<file path="config.mk">
export PLATFORM = sky130hd
export DESIGN_NAME = capshuf_top
export DESIGN_NICKNAME = d
export VERILOG_FILES = /design/src/rtl/capshuf_pkg.sv /design/src/rtl/capshuf_ctrl.sv /design/src/rtl/capshuf_net.sv /design/src/rtl/capshuf_top.sv
export SDC_FILE = /design/constraint.sdc
export NUM_CORES = 1
export LEC_CHECK = 0
export BUFFER_PORTS_ARGS = -buffer_cell sky130_fd_sc_hd__buf_2
export CORE_ASPECT_RATIO = 0.8
export CORE_MARGIN = 5
export CORE_UTILIZATION = 59
export CTS_BUF_LIST = sky130_fd_sc_hd__clkbuf_2 sky130_fd_sc_hd__clkbuf_4 sky130_fd_sc_hd__clkbuf_8
export CTS_CLUSTER_SIZE = 20
export DETAILED_ROUTE_END_ITERATION = 10
export GPL_TIMING_DRIVEN = 0
export PLACE_DENSITY = 0.95
export SLEW_MARGIN = 0
export SYNTH_ARGS = -nofsm -noshare
export SYNTH_HDL_FRONTEND = slang
export SYNTH_SLANG_ARGS = --single-unit
</file>
<file path="constraint.sdc">
create_clock -name clk -period 2.7 [get_ports clk]
set_clock_uncertainty 0.1 [all_clocks]
set_input_delay 0.27 -clock clk [delete_from_list [all_inputs] [get_ports clk]]
set_output_delay 0.27 -clock clk [all_outputs]
set_load 0.03 [all_outputs]
</file>
<file path="src/rtl/capshuf_pkg.sv">
package capshuf_pkg;
  localparam int CODE_W    = 2;
  localparam int CAP_COUNT = 4;
  localparam int CAP_LOG   = $clog2(CAP_COUNT);
  localparam int SWAP_W    = CAP_LOG * (CAP_COUNT / 2);
  localparam int HIST_W    = $clog2(CAP_COUNT + 1);

  localparam logic [CODE_W-1:0] CODE_VREFP = 2'b00;
  localparam logic [CODE_W-1:0] CODE_VCM   = 2'b01;
  localparam logic [CODE_W-1:0] CODE_VREFN = 2'b10;
  localparam logic [CODE_W-1:0] CODE_OPOUT = 2'b11;

  typedef struct packed {
    logic              shuffle;
    logic [SWAP_W-1:0] swap;
  } shufStrobe_t;
endpackage

</file>
<file path="src/rtl/capshuf_ctrl.sv">
module capshuf_ctrl
  import capshuf_pkg::*;
#(
  parameter int          LFSR_W    = 16,
  parameter logic [15:0] LFSR_TAPS = 16'hB400,
  parameter logic [15:0] LFSR_SEED = 16'hACE1
) (
  input  logic        clk,
  input  logic        rst,
  input  logic        en,
  output shufStrobe_t strobe
);
  logic [LFSR_W-1:0] lfsrQ;
  logic              feedBit;

  assign feedBit = ^(lfsrQ & LFSR_TAPS[LFSR_W-1:0]);

  always_ff @(posedge clk) begin
    if (rst)     lfsrQ <= LFSR_SEED[LFSR_W-1:0];
    else if (en) lfsrQ <= {lfsrQ[LFSR_W-2:0], feedBit};
  end

  always_comb begin
    strobe.shuffle = en;
    strobe.swap    = en ? lfsrQ[SWAP_W-1:0] : '0;
  end

  AST_LFSR_LIVE: assert property (@(posedge clk) disable iff (rst)
    lfsrQ != '0);
  AST_LFSR_STEP: assert property (@(posedge clk) disable iff (rst)
    en |=> lfsrQ[LFSR_W-1:1] == $past(lfsrQ[LFSR_W-2:0]));
  AST_LFSR_HOLD: assert property (@(posedge clk) disable iff (rst)
    !en |=> $stable(lfsrQ));
endmodule

</file>
<file path="src/rtl/capshuf_net.sv">
module capshuf_net
  import capshuf_pkg::*;
(
  input  logic                          clk,
  input  logic                          rst,
  input  shufStrobe_t                   strobe,
  input  logic [(CAP_COUNT-1)*CODE_W-1:0] dacCodes,
  output logic [CAP_COUNT*CODE_W-1:0]   capSel
);
  localparam int HALF = CAP_COUNT / 2;

  logic [CODE_W-1:0]           stageVal [CAP_LOG+1][CAP_COUNT];
  logic [CAP_COUNT*CODE_W-1:0] inPacked;
  logic [CAP_COUNT*CODE_W-1:0] netPacked;
  logic [SWAP_W-1:0]           swapUse;

  assign swapUse = rst ? '0 : strobe.swap;

  for (genvar j = 0; j < CAP_COUNT; j++) begin : g_in
    if (j < CAP_COUNT - 1) begin : g_dac
      assign stageVal[0][j] = dacCodes[j*CODE_W +: CODE_W];
    end else begin : g_fb
      assign stageVal[0][j] = CODE_OPOUT;
    end
    assign inPacked[j*CODE_W +: CODE_W]  = stageVal[0][j];
    assign netPacked[j*CODE_W +: CODE_W] = stageVal[CAP_LOG][j];
  end

  for (genvar k = 0; k < CAP_LOG; k++) begin : g_stage
    localparam int DIST = HALF >> k;
    for (genvar i = 0; i < HALF; i++) begin : g_cell
      localparam int LO = (i / DIST) * 2 * DIST + (i % DIST);
      localparam int HI = LO + DIST;
      logic swapBit;
      assign swapBit = swapUse[k*HALF + i];
      assign stageVal[k+1][LO] = swapBit ? stageVal[k][HI] : stageVal[k][LO];
      assign stageVal[k+1][HI] = swapBit ? stageVal[k][LO] : stageVal[k][HI];
    end
  end

  always_ff @(posedge clk) begin
    if (rst || !strobe.shuffle) capSel <= inPacked;
    else                        capSel <= netPacked;
  end

  // assertion support: code histograms and feedback mask
  logic [HIST_W-1:0]    inHist  [4];
  logic [HIST_W-1:0]    outHist [4];
  logic [CAP_COUNT-1:0] fbMask;
  logic                 dacValid;

  always_comb begin
    dacValid = 1'b1;
    for (int h = 0; h < 4; h++) begin
      inHist[h]  = '0;
      outHist[h] = '0;
    end
    for (int c = 0; c < CAP_COUNT; c++) begin
      inHist[inPacked[c*CODE_W +: CODE_W]]  = inHist[inPacked[c*CODE_W +: CODE_W]] + 1'b1;
      outHist[capSel[c*CODE_W +: CODE_W]]   = outHist[capSel[c*CODE_W +: CODE_W]] + 1'b1;
      fbMask[c] = (capSel[c*CODE_W +: CODE_W] == CODE_OPOUT);
      if (c < CAP_COUNT - 1 && inPacked[c*CODE_W +: CODE_W] == CODE_OPOUT) dacValid = 1'b0;
    end
  end

  AST_RESET_IDENT: assert property (@(posedge clk)
    rst |=> capSel == $past(inPacked));
  AST_IDLE_IDENT: assert property (@(posedge clk) disable iff (rst)
    !strobe.shuffle |=> capSel == $past(inPacked));
  AST_ONE_FB: assert property (@(posedge clk) disable iff (rst)
    $past(dacValid) |-> $countones(fbMask) == 1);
  AST_HIST_VREFP: assert property (@(posedge clk) disable iff (rst)
    1'b1 |=> outHist[0] == $past(inHist[0]));
  AST_HIST_VCM: assert property (@(posedge clk) disable iff (rst)
    1'b1 |=> outHist[1] == $past(inHist[1]));
  AST_HIST_VREFN: assert property (@(posedge clk) disable iff (rst)
    1'b1 |=> outHist[2] == $past(inHist[2]));
endmodule

</file>
<file path="src/rtl/capshuf_top.sv">
module capshuf_top
  import capshuf_pkg::*;
#(
  parameter int          LFSR_W    = 16,
  parameter logic [15:0] LFSR_TAPS = 16'hB400,
  parameter logic [15:0] LFSR_SEED = 16'hACE1
) (
  input  logic                            clk,
  input  logic                            rst,
  input  logic                            en,
  input  logic [(CAP_COUNT-1)*CODE_W-1:0] dacCodes,
  output logic [CAP_COUNT*CODE_W-1:0]     capSel,
  output logic [CAP_COUNT-1:0]            fbOneHot
);
  shufStrobe_t strobe;

  capshuf_ctrl #(
    .LFSR_W   (LFSR_W),
    .LFSR_TAPS(LFSR_TAPS),
    .LFSR_SEED(LFSR_SEED)
  ) u_ctrl (
    .clk   (clk),
    .rst   (rst),
    .en    (en),
    .strobe(strobe)
  );

  capshuf_net u_net (
    .clk     (clk),
    .rst     (rst),
    .strobe  (strobe),
    .dacCodes(dacCodes),
    .capSel  (capSel)
  );

  for (genvar c = 0; c < CAP_COUNT; c++) begin : g_fbmark
    assign fbOneHot[c] = (capSel[c*CODE_W +: CODE_W] == CODE_OPOUT);
  end

  AST_FB_ONEHOT: assert property (@(posedge clk) disable iff (rst)
    $onehot0(fbOneHot));
endmodule

</file>
Word level (Yosys, flattened, before mapping)
Cells that the tools add are included.

Mux-type cells: 11. Reduce and logical (&&, ||, !) cells: 3. Equality and inequality tests: 4.

Operators by type and width (number): two-way mux 2 bit (8); XOR reduction 16 bit (1); == test 2 bit, second input constant (4); two-way mux 4 bit (2); two-way mux 6 bit (1); logical NOT 1 bit (1); logical OR 1 bit (1).

Flip-flop bits (word level): 24.

Logic depth before layout (Yosys ltp)
Gate-level depths: netlist of run 1.

Depth in word-level cells: 5. Depth in mapped cells: 4. Mapped depth without buffers: 3.

Modules after synthesis
From an unflattened synthesis of run 1, not the netlist that was laid out.

Cells, all modules: 117. Area, all modules: 1103.6 um2.

Modules (own cells, without submodules): capshuf_ctrl (sequential area each 320.3 um2, instances 1, cells each 61, area each 630.6 um2); capshuf_net (sequential area each 160.2 um2, instances 1, cells each 52, area each 447.9 um2); capshuf_top (sequential area each 0.0 um2, instances 1, cells each 4, area each 25.0 um2).

Worst setup path before layout of run 1
Ideal clock, no wire load.

Path type: reg2out. Start: register u_net.capSel[1]. End: output port fbOneHot[0]. Slack: 1.503 ns. Arrival time: 0.827 ns. Data required time: 2.330 ns. Stages on the path, launching flop included: 2. Path through: dfxtp_1 and2_1.

Word-level cells in the longest chain between the ends: 1.

Ends and longest elaborated chain: from (decl) (line capshuf_net.sv:8) `output logic [CAP_COUNT*CODE_W-1:0] capSel`; from (signal assigned) (line capshuf_net.sv:42) `if (rst || !strobe.shuffle) capSel <= inPacked;`; from (signal assigned) (line capshuf_net.sv:43) `else capSel <= netPacked;`; == test 2 bit; to (decl) (line capshuf_top.sv:13) `output logic [CAP_COUNT-1:0] fbOneHot`.

No other way between the ends.

Final worst setup path of run 1
Start: register u_net.capSel[0]. End: output port fbOneHot[0].

The elaborated chain is that of the path after synthesis.

==> results.sh, run 1 <==
export IMPL_cp_start_kind="flip-flop"
export IMPL_yosys_area_top_type="dfxtp_1"
export IMPL_vias=801
export IMPL_min_path_cells=2
export IMPL_postCtsHoldBufs=0
export IMPL_synthTopCellsByArea="dfxtp_1 47%, mux2i_1 9.8%, a211o_1 6.0%"
export IMPL_syn_inst=103
export IMPL_ctsLongestPathBuffers=2
export IMPL_finalSetupTns_ns=0
export IMPL_fmax_mhz=762
export IMPL_fp_dieW_microns=56.6
export IMPL_placed_cell_area_sq_um=1150
export IMPL_critPathMaxFanout=2
export IMPL_vias_per_cell=5.45
export IMPL_rsz0062_at_grt="no"
export IMPL_hpwl_mm=1.53
export IMPL_grt_pass1_wl_mm=3.14
export IMPL_die_area_sq_um=2680
export IMPL_mappedNetlistNets=112
export IMPL_syn_area_sq_um=1020
export IMPL_port_buffers=19
export IMPL_htree_num_levels=1
export IMPL_fin_nets=136
export IMPL_slew_viol_final=0
export IMPL_grt_pass1_vias=736
export IMPL_status="finished clean"
export IMPL_postRouteAntennaNets=0
export IMPL_reg2reg_slack_ns=1.42
export IMPL_cts_made_buffers=3
export IMPL_yosysSeqAreaShare=0.469
export IMPL_post_cts_setup_buffers=0
export IMPL_grt_max_degree=13
export IMPL_min_to="u_ctrl.lfsrQ[7]"
export IMPL_drtIter0Drc=16
export IMPL_yosysUniqueCellTypes=27
export IMPL_timing_rr_end="u_net.capSel[6]"
export IMPL_diodes=0
export IMPL_clock_sinks=24
export IMPL_crit_required_ns=2.33
export IMPL_design_core_area_sq_um=1640
export IMPL_fin_util=0.712
export IMPL_crit_arrival_ns=0.94
export IMPL_rows=13
export IMPL_min_period_ns=1.31
export IMPL_post_route_drc_count=0
export IMPL_timing_hold_ws_ns=0.0928
export IMPL_ir_drop_mv=0.424
export IMPL_drt_total_wl_mm=1.99
export IMPL_hold_class="in2reg"
export IMPL_root_buffer="clkbuf_4"
export IMPL_power_density_nw_per_um2=592
export IMPL_power_total_mw=0.693
export IMPL_worstHoldStart="rst"
export IMPL_netlist_area_leader_share=0.469
export IMPL_design_area_sq_um=1170
export IMPL_place_gp_congestion=0.871
export IMPL_cts_tree="done"
export IMPL_ys_ff_latch=24
export IMPL_firstDrtPassIters=4
export IMPL_clock_latency_ns=0.30
export IMPL_grt_overflow=0
export IMPL_io_pins=21
export IMPL_grt_use_total=0.161
export IMPL_r2r_start="u_ctrl.lfsrQ[0]"
export IMPL_tightest_slew_ns=0.391
export IMPL_relSlewSlack=0.740
export IMPL_area_growth_pct=14.2
export IMPL_yosysWarnings=0
export IMPL_setup_worst_path_end_class="output pin"
export IMPL_avgSynthCellArea_sq_um=9.95
export IMPL_post_route_period_util=0.486
export IMPL_rr_worst_depth=4
export IMPL_start_util=0.624
export IMPL_crit_type="reg2out"
export IMPL_clk_pin_slew_worst_paths_ns=0.11
export IMPL_setup_violations_final=0
export IMPL_max_cap_violations=0
export IMPL_post_drt_wl_per_cell_microns=13.5
export IMPL_antenna_found_initial=0
export IMPL_ctsResizeCount=0
export IMPL_dieHeight_microns=47.3
export IMPL_drive_gt1_frac=0.224
export IMPL_p_leak_nw=0.522
export IMPL_hold_viol=0
-- synthesized netlist by cell type --
cell type / n
a211o_1: 7
and2_1: 4
buf_6: 2
mux2i_1: 10
inv_1: 2
nand4b_1: 1
buf_2: 1
nor3b_1: 2
o21a_1: 1
o2bb2ai_1: 1
a21oi_1: 5
or2b_1: 1
nor2_1: 11
xnor2_1: 3
clkbuf_1: 1
and2b_1: 5
dfxtp_1: 24
nor3_1: 1
nor2b_1: 3
a22o_1: 1
buf_8: 1
o22ai_1: 2
nand2_1: 2
or2_2: 2
a2bb2oi_1: 2
o21ai_0: 5
nand2b_1: 3
-- metrics by stage --
stage	cells	setup slack, ns
CTS	147	1.37
global route	147	1.31
detailed placement	144	1.44
global placement	144	1.47
finish	147	1.39
floorplan	103	1.50
-- sequential cells by signal, indices dropped and copies added (netlist names) --
signal        count
u_ctrl.lfsrQ     16
u_net.capSel      8
-- cells by family (layout without fill, tap and decap cells) --
kind of cell | after synthesis | in the layout | share of synthesized area
xor+xnor | 3 | 3 | 0.0256
simple gates | 35 | 35 | 0.193
flops | 24 | 24 | 0.469
mux | 10 | 10 | 0.0977
buf+inv | 7 | 29 | 0.0525
compound gates | 24 | 24 | 0.162
-- layout by cell type, fill, tap and decap left out, types with 3 or more instances in the layout --
| master | instances |
|---|---|
| nor2b_1 | 3 |
| nor2_1 | 11 |
| and2_1 | 4 |
| mux2i_1 | 10 |
| o21ai_0 | 5 |
| buf_2 | 20 |
| xnor2_1 | 3 |
| nand2b_1 | 3 |
| dfxtp_1 | 24 |
| a21oi_1 | 5 |
| clkbuf_4 | 3 |
| and2b_1 | 5 |
| a211o_1 | 7 |
-- power breakdown --
group	switching, mW	internal (mW)
registers	0.0163	0.382
logic	0.0861	0.0642
clock network	0.0927	0.0521
-- worst max-delay path, cell delays in order, from the launching register on --
cell and delay, ns:
dfxtp_1 0.34, and2_1 0.12, buf_2 0.19
-- routing by layer --
layer	wire, microns	track usage	vias to the layer above
li1	-	-	404
met1	843	0.157	376
met2	1010	0.313	19
met3	116	0.0687	2
met4	16	0.0616	0
met5	0	0	-
-- worst max path at each step --
stage / from / end / slack, ns / cells after the start
after floorplan: u_net.capSel[1] / fbOneHot[0] / 1.50 / 1
after global placement: u_ctrl.lfsrQ[0] / u_net.capSel[6] / 1.47 / 4
after detailed placement: u_ctrl.lfsrQ[0] / u_net.capSel[6] / 1.44 / 4
after CTS: u_net.capSel[0] / fbOneHot[0] / 1.37 / 2
after global routing: u_net.capSel[7] / fbOneHot[3] / 1.31 / 2
final: u_net.capSel[0] / fbOneHot[0] / 1.39 / 2
-- final cells by class --
| cell class | instances | area [sq um] |
|---|---|---|
| Multi-Input combinational cell | 72 | 490 |
| Sequential cell | 24 | 480 |
| Fill cell | 129 | 473 |
| Timing Repair Buffer | 19 | 95.1 |
| Buffer | 5 | 46.3 |
| Tap cell | 22 | 27.5 |
| Clock buffer | 3 | 22.5 |
| Inverter | 2 | 7.51 |
(Power assumes the default switching activity.)
==> run 2: changes to the inputs <==
Settings changed: CORE_UTILIZATION 59 to 55, PLACE_DENSITY 0.95 to 0.91.
Clock period 2.7 ns to 1.25 ns, I/O delays scaled along.
==> results.sh, run 2 (synthesis results as in run 1) <==
export IMPL_critPathMaxFanout=8
export IMPL_htree_num_levels=1
export IMPL_p_int_mw=1.17
export IMPL_final_common_cell="dfxtp_1"
export IMPL_p_clk_frac=0.246
export IMPL_slowest_delay_ns=0.34
export IMPL_cts_tree="done"
export IMPL_rsz0062_at_grt="yes"
export IMPL_seq_power_share=0.530
export IMPL_largestRegisters="u_ctrl.lfsrQ x16, u_net.capSel x8"
export IMPL_slowest_stage="dfxtp_2"
export IMPL_slew_viol_final=0
export IMPL_setup_worst_path_end_class="flip-flop"
export IMPL_relSlewSlack=0.706
export IMPL_hpwl_mm=1.49
export IMPL_vias=839
export IMPL_rr_worst_depth=4
export IMPL_hold_class="in2reg"
export IMPL_crit_type="reg2reg"
export IMPL_clock_sinks=24
export IMPL_min_period_ns=1.23
export IMPL_ctsLongestPathBuffers=2
export IMPL_start_util=0.563
export IMPL_firstDrtPassIters=4
export IMPL_fmax_mhz=815
export IMPL_tightest_slew_ns=0.440
export IMPL_critical_path_top_delay_family="flip-flops"
export IMPL_post_drt_wl_per_cell_microns=13.8
export IMPL_drtIter0Drc=14
export IMPL_dieHeight_microns=48.6
export IMPL_design_core_area_sq_um=1820
export IMPL_antenna_found_initial=0
export IMPL_place_gp_congestion=0.844
export IMPL_placed_cell_area_sq_um=1150
export IMPL_net_switching_power_mw=0.459
export IMPL_p_leak_nw=0.543
export IMPL_largest_register="u_ctrl.lfsrQ"
export IMPL_layout_common_cells="20 x dfxtp_1, 17 x buf_2, 11 x nor2_1, 8 x mux2i_1, 7 x a211o_1"
export IMPL_crit_chain="buf_6 -> or2_2 -> a21oi_2 -> o21ai_0"
export IMPL_postRouteAntennaNets=0
export IMPL_design_area_sq_um=1270
export IMPL_grt_pass1_vias=816
export IMPL_grt_use_total=0.153
export IMPL_timing_rr_end="u_net.capSel[6]"
export IMPL_area_growth_pct=23.8
export IMPL_max_cap_violations=0
export IMPL_grt_overflow=0
export IMPL_io_pins=21
export IMPL_fp_dieW_microns=58.3
export IMPL_rows=14
export IMPL_port_buffers=19
export IMPL_cp_num_buf_inv=1
export IMPL_worstHoldStart="dacCodes[3]"
export IMPL_grt_pass1_wl_mm=3.43
export IMPL_hold_viol=0
export IMPL_dp_cells=146
export IMPL_cts_made_buffers=3
export IMPL_status="finished clean"
export IMPL_drt_total_wl_mm=2.13
export IMPL_post_route_period_util=0.981
export IMPL_fin_nets=140
export IMPL_timing_hold_ws_ns=0.0111
export IMPL_diodes=0
export IMPL_min_to="u_net.capSel[3]"
export IMPL_die_area_sq_um=2830
export IMPL_r2r_start="u_ctrl.lfsrQ[0]"
export IMPL_cp_start_kind="flip-flop"
export IMPL_post_route_drc_count=0
export IMPL_comb_power_share=0.224
export IMPL_post_cts_setup_buffers=0
export IMPL_clk_pin_slew_worst_paths_ns=0.12
export IMPL_min_path_cells=2
export IMPL_drive_gt1_frac=0.285
export IMPL_power_total_mw=1.63
export IMPL_crit_arrival_ns=1.33
export IMPL_power_density_nw_per_um2=1280
export IMPL_fin_cells=154
export IMPL_vias_per_cell=5.45
export IMPL_setup_violations_final=0
export IMPL_reg2reg_slack_ns=0.02
export IMPL_clock_latency_ns=0.31
export IMPL_crit_required_ns=1.35
export IMPL_grt_max_degree=14
export IMPL_largest_register_ffs=16
export IMPL_switching_share=0.282
export IMPL_root_buffer="clkbuf_4"
export IMPL_ir_drop_mv=1.26
==> run 2: changes by cell type in the layout (fill, tap and decap cells not counted), moves of 2 or more <==
| cell | before | now |
|---|---|---|
| a21oi_1 | 5 | 3 |
| a21oi_2 | 0 | 2 |
| buf_2 | 20 | 17 |
| clkbuf_4 | 3 | 5 |
| dfxtp_1 | 24 | 20 |
| dfxtp_2 | 0 | 4 |
| dlygate4sd3_1 | 0 | 4 |
| mux2i_1 | 10 | 8 |
==> run 2: cell type report <==
cell class              count  area, sq um
well taps                  24         30.0
flip-flops and latches     24          485
repair buffers             23          140
inverters                   2         7.51
multi-input cells          72          517
fillers                   146          553
plain buffers               5         52.6
clock buffers               4         36.3
==> run 2: worst max path at each step <==
stage	cells past startpoint	end	slack (ns)	startpoint
global route	2	fbOneHot[1]	-0.03	u_net.capSel[3]
CTS	3	u_net.capSel[1]	0.004	u_ctrl.lfsrQ[2]
finish	4	u_net.capSel[6]	0.02	u_ctrl.lfsrQ[0]
floorplan	3	u_net.capSel[1]	0.11	u_ctrl.lfsrQ[2]
detailed placement	4	u_net.capSel[7]	0.009	u_ctrl.lfsrQ[0]
global placement	4	u_net.capSel[6]	0.05	u_ctrl.lfsrQ[0]
==> run 2: timing repair <==
action                                  4_1_cts  5_1_grt
endpoints found under the setup margin        2        6
resized for setup                             1       13
hold buffers                                  3        1
pin swaps                                     0        2
endpoints found under the hold margin         8        1
==> run 2: power by group through the flow <==
stage          combinational (mW)  sequential (mW)  clock (mW)
6_report                    0.365            0.865       0.401
5_1_grt                     0.394            0.874       0.446
2_1_floorplan               0.200            0.913           0
3_3_place_gp                0.315            0.872           0
4_1_cts                     0.334            0.861       0.409
3_5_place_dp                0.323            0.878           0
==> run 2: per-stage QoR <==
stage,worst slack (ns),util,TNS (ns)
2_1_floorplan,0.109,-,0
3_3_place_gp,0.0450,0.631,0
3_5_place_dp,0.00941,0.631,0
4_1_cts,0.00359,0.669,0
5_1_grt,-0.0309,0.696,-0.0433
6_report,0.0236,0.696,0
==> run 2: layer usage <==
metal / up-vias / share of wire / GRT usage
met5: - / 0 / 0
met4: 0 / 0.041 / 0.0541
met3: 10 / 0.081 / 0.0665
met2: 33 / 0.47 / 0.257
met1: 383 / 0.41 / 0.170
li1: 413 / - / -
==> run 3: changes to the inputs <==
Settings changed: CORE_UTILIZATION 55 to 30, PLACE_DENSITY 0.91 to 0.59, SYNTH_HIERARCHICAL set to 1.
==> results.sh, run 3 <==
export IMPL_status="finished clean"
export IMPL_design_area_sq_um=1340
export IMPL_firstDrtPassIters=4
export IMPL_hpwl_mm=1.67
export IMPL_layout_common_cells="23 x dfxtp_1, 19 x buf_2, 16 x nor2_1, 13 x mux2i_1"
export IMPL_netlist_top_cells_count="24 x dfxtp_1, 16 x nor2_1, 13 x mux2i_1"
export IMPL_post_drt_wl_per_cell_microns=12.8
export IMPL_slowest_delay_ns=0.32
export IMPL_post_route_period_util=0.997
export IMPL_grt_pass1_vias=922
export IMPL_htree_num_levels=1
export IMPL_design_core_area_sq_um=3490
export IMPL_largestRegisters="u_ctrl/lfsrQ x16, u_net/capSel x8"
export IMPL_placed_cell_area_sq_um=1250
export IMPL_setup_violations_final=0
export IMPL_yosys_area_top_type="dfxtp_1"
export IMPL_crit_required_ns=1.31
export IMPL_async_flop_share=0
export IMPL_dieHeight_microns=64.2
export IMPL_reg2reg_slack_ns=0.004
export IMPL_hold_class="in2reg"
export IMPL_path_common_cell="a21oi_1"
export IMPL_synth_mux_area_fraction=0.118
export IMPL_relSlewSlack=0.817
export IMPL_crit_type="reg2reg"
export IMPL_grt_max_degree=15
export IMPL_grt_overflow=0
export IMPL_ys_ff_latch=24
export IMPL_grt_use_total=0.101
export IMPL_synth_edf_count=0
export IMPL_postRouteAntennaNets=0
export IMPL_fin_nets=150
export IMPL_cp_start_kind="flip-flop"
export IMPL_post_route_drc_count=0
export IMPL_synthFlopType="dfxtp_1"
export IMPL_final_common_cell="dfxtp_1"
export IMPL_drtIter0Drc=88
export IMPL_mappedNetlistNets=126
export IMPL_io_pins=21
export IMPL_fp_dieW_microns=77.8
export IMPL_synth_xor_area_share=0.0374
export IMPL_yosys_area_share_simple=0.200
export IMPL_p_leak_nw=0.613
export IMPL_post_cts_setup_buffers=0
export IMPL_crit_arrival_ns=1.31
export IMPL_syn_area_sq_um=1100
export IMPL_yosysWarnings=6
export IMPL_synth_most_common_cell="dfxtp_1"
export IMPL_fmax_mhz=802
export IMPL_setup_worst_path_end_class="flip-flop"
export IMPL_fin_util=0.384
export IMPL_vias=898
export IMPL_die_area_sq_um=5000
export IMPL_drt_total_wl_mm=2.33
export IMPL_power_density_nw_per_um2=1390
export IMPL_postCtsHoldBufs=0
export IMPL_largest_register="u_ctrl/lfsrQ"
export IMPL_critPathMaxFanout=10
export IMPL_port_buffers=19
export IMPL_synthTopCellsByArea="dfxtp_1 44%, mux2i_1 12%, nor2_1 5.4%"
export IMPL_synthAdderAreaFrac=0
export IMPL_slew_viol_final=0
export IMPL_netlist_area_leader_share=0.435
export IMPL_rsz0062_at_grt="yes"
export IMPL_slowest_stage="dfxtp_2"
export IMPL_clock_latency_ns=0.27
export IMPL_start_util=0.316
export IMPL_syn_inst=117
export IMPL_yosysSeqAreaShare=0.435
export IMPL_diodes=0
export IMPL_hold_viol=0
export IMPL_root_buffer="clkbuf_8"
export IMPL_grt_pass1_wl_mm=4.12
export IMPL_tightest_slew_ns=0.274
export IMPL_yosysUniqueCellTypes=30
export IMPL_ir_drop_mv=0.462
export IMPL_cts_made_buffers=3
export IMPL_cts_tree="done"
export IMPL_clk_pin_slew_worst_paths_ns=0.08
export IMPL_drive_gt1_frac=0.293
export IMPL_area_growth_pct=21.7
export IMPL_antenna_found_initial=0
export IMPL_synth_compound_area_frac=0.137
export IMPL_max_cap_violations=0
export IMPL_crit_chain="and2_4 -> buf_6 -> or2_0 -> a21oi_1 -> a21oi_1"
export IMPL_place_gp_congestion=0.883
export IMPL_rows=19
export IMPL_synth_top_family_by_area="simple AND/OR/NAND/NOR gates"
export IMPL_avgSynthCellArea_sq_um=9.43
export IMPL_largest_register_ffs=16
export IMPL_ctsLongestPathBuffers=2
export IMPL_clock_sinks=24
export IMPL_vias_per_cell=4.93
export IMPL_min_period_ns=1.25
run 3: cell count changes after synthesis, sizes merged, moves of 5 or more:
cell and delta:
nor2 +5, and2 +5, and2b -5, a211o -7
nand2 +6
run 3: repair_timing:
action                     in CTS  in global routing
setup endpoints to repair       6                  8
resized for setup               5                  1
pin swaps                       1                  4
run 3: cell type report:
cell class,count,area [sq um]
buffer,6,61.3
clock buffer,3,41.3
clock inverter,1,30.0
fill,336,2150
inverter,5,18.8
multi-input combinational,82,562
sequential,24,482
tap,42,52.6
timing repair buffer,19,95.1
run 3: path summary, 6_finish.rpt:
kind                   startpoint              end  cells past startpoint
setup / recovery  u_ctrl/lfsrQ[0]  u_net/capSel[0]                      5
hold / removal        dacCodes[2]  u_net/capSel[2]                      2
setup reg to reg  u_ctrl/lfsrQ[0]  u_net/capSel[0]                      5
hold reg to reg   u_ctrl/lfsrQ[7]  u_ctrl/lfsrQ[7]                      2
run 3: worst max-delay path: cells and delay by family (launching register included):
family	cells	cell delay [ns]
and+or+nand+nor	2	0.37
DFF	1	0.32
AOI/OAI and AO/OA	2	0.21
buffers and inverters	1	0.14
run 3: logic make-up (layout without fill, tap and decap cells):
logic type | Yosys count | after routing
AND/OR/NAND/NOR | 43 | 43
flip-flops | 24 | 24
AO/OA/AOI/OAI | 23 | 23
multiplexers | 13 | 13
buffers and inverters | 11 | 34
XOR/XNOR | 3 | 3
run 3: where the power goes:
part           internal (mW)  switching (mW)  total [mW]
registers              0.819          0.0308       0.849
clock network          0.428           0.249       0.677
logic                  0.146           0.194       0.340
total                   1.39           0.473        1.87
run 3: per-stage QoR:
step / worst slack (ns) / power (mW) / hold slack [ns] / cells / TNS (ns)
after floorplan: 0.0199 / 1.10 / 0.167 / 117 / 0
after global placement: -0.0475 / 1.18 / 0.333 / 178 / -0.0724
after detailed placement: -0.0763 / 1.19 / 0.341 / 178 / -0.140
after CTS: 0.00616 / 1.88 / 0.0551 / 182 / 0
after global routing: -0.0533 / 1.95 / 0.0553 / 182 / -0.300
final: 0.00358 / 1.87 / 0.0622 / 182 / 0
run 3: routing by layer:
layer / vias up / global-route usage / part of all wire
met4: 0 / 0.0558 / 0.015
met2: 24 / 0.177 / 0.49
met5: - / 0 / 0
li1: 442 / - / -
met1: 427 / 0.113 / 0.45
met3: 5 / 0.0239 / 0.050
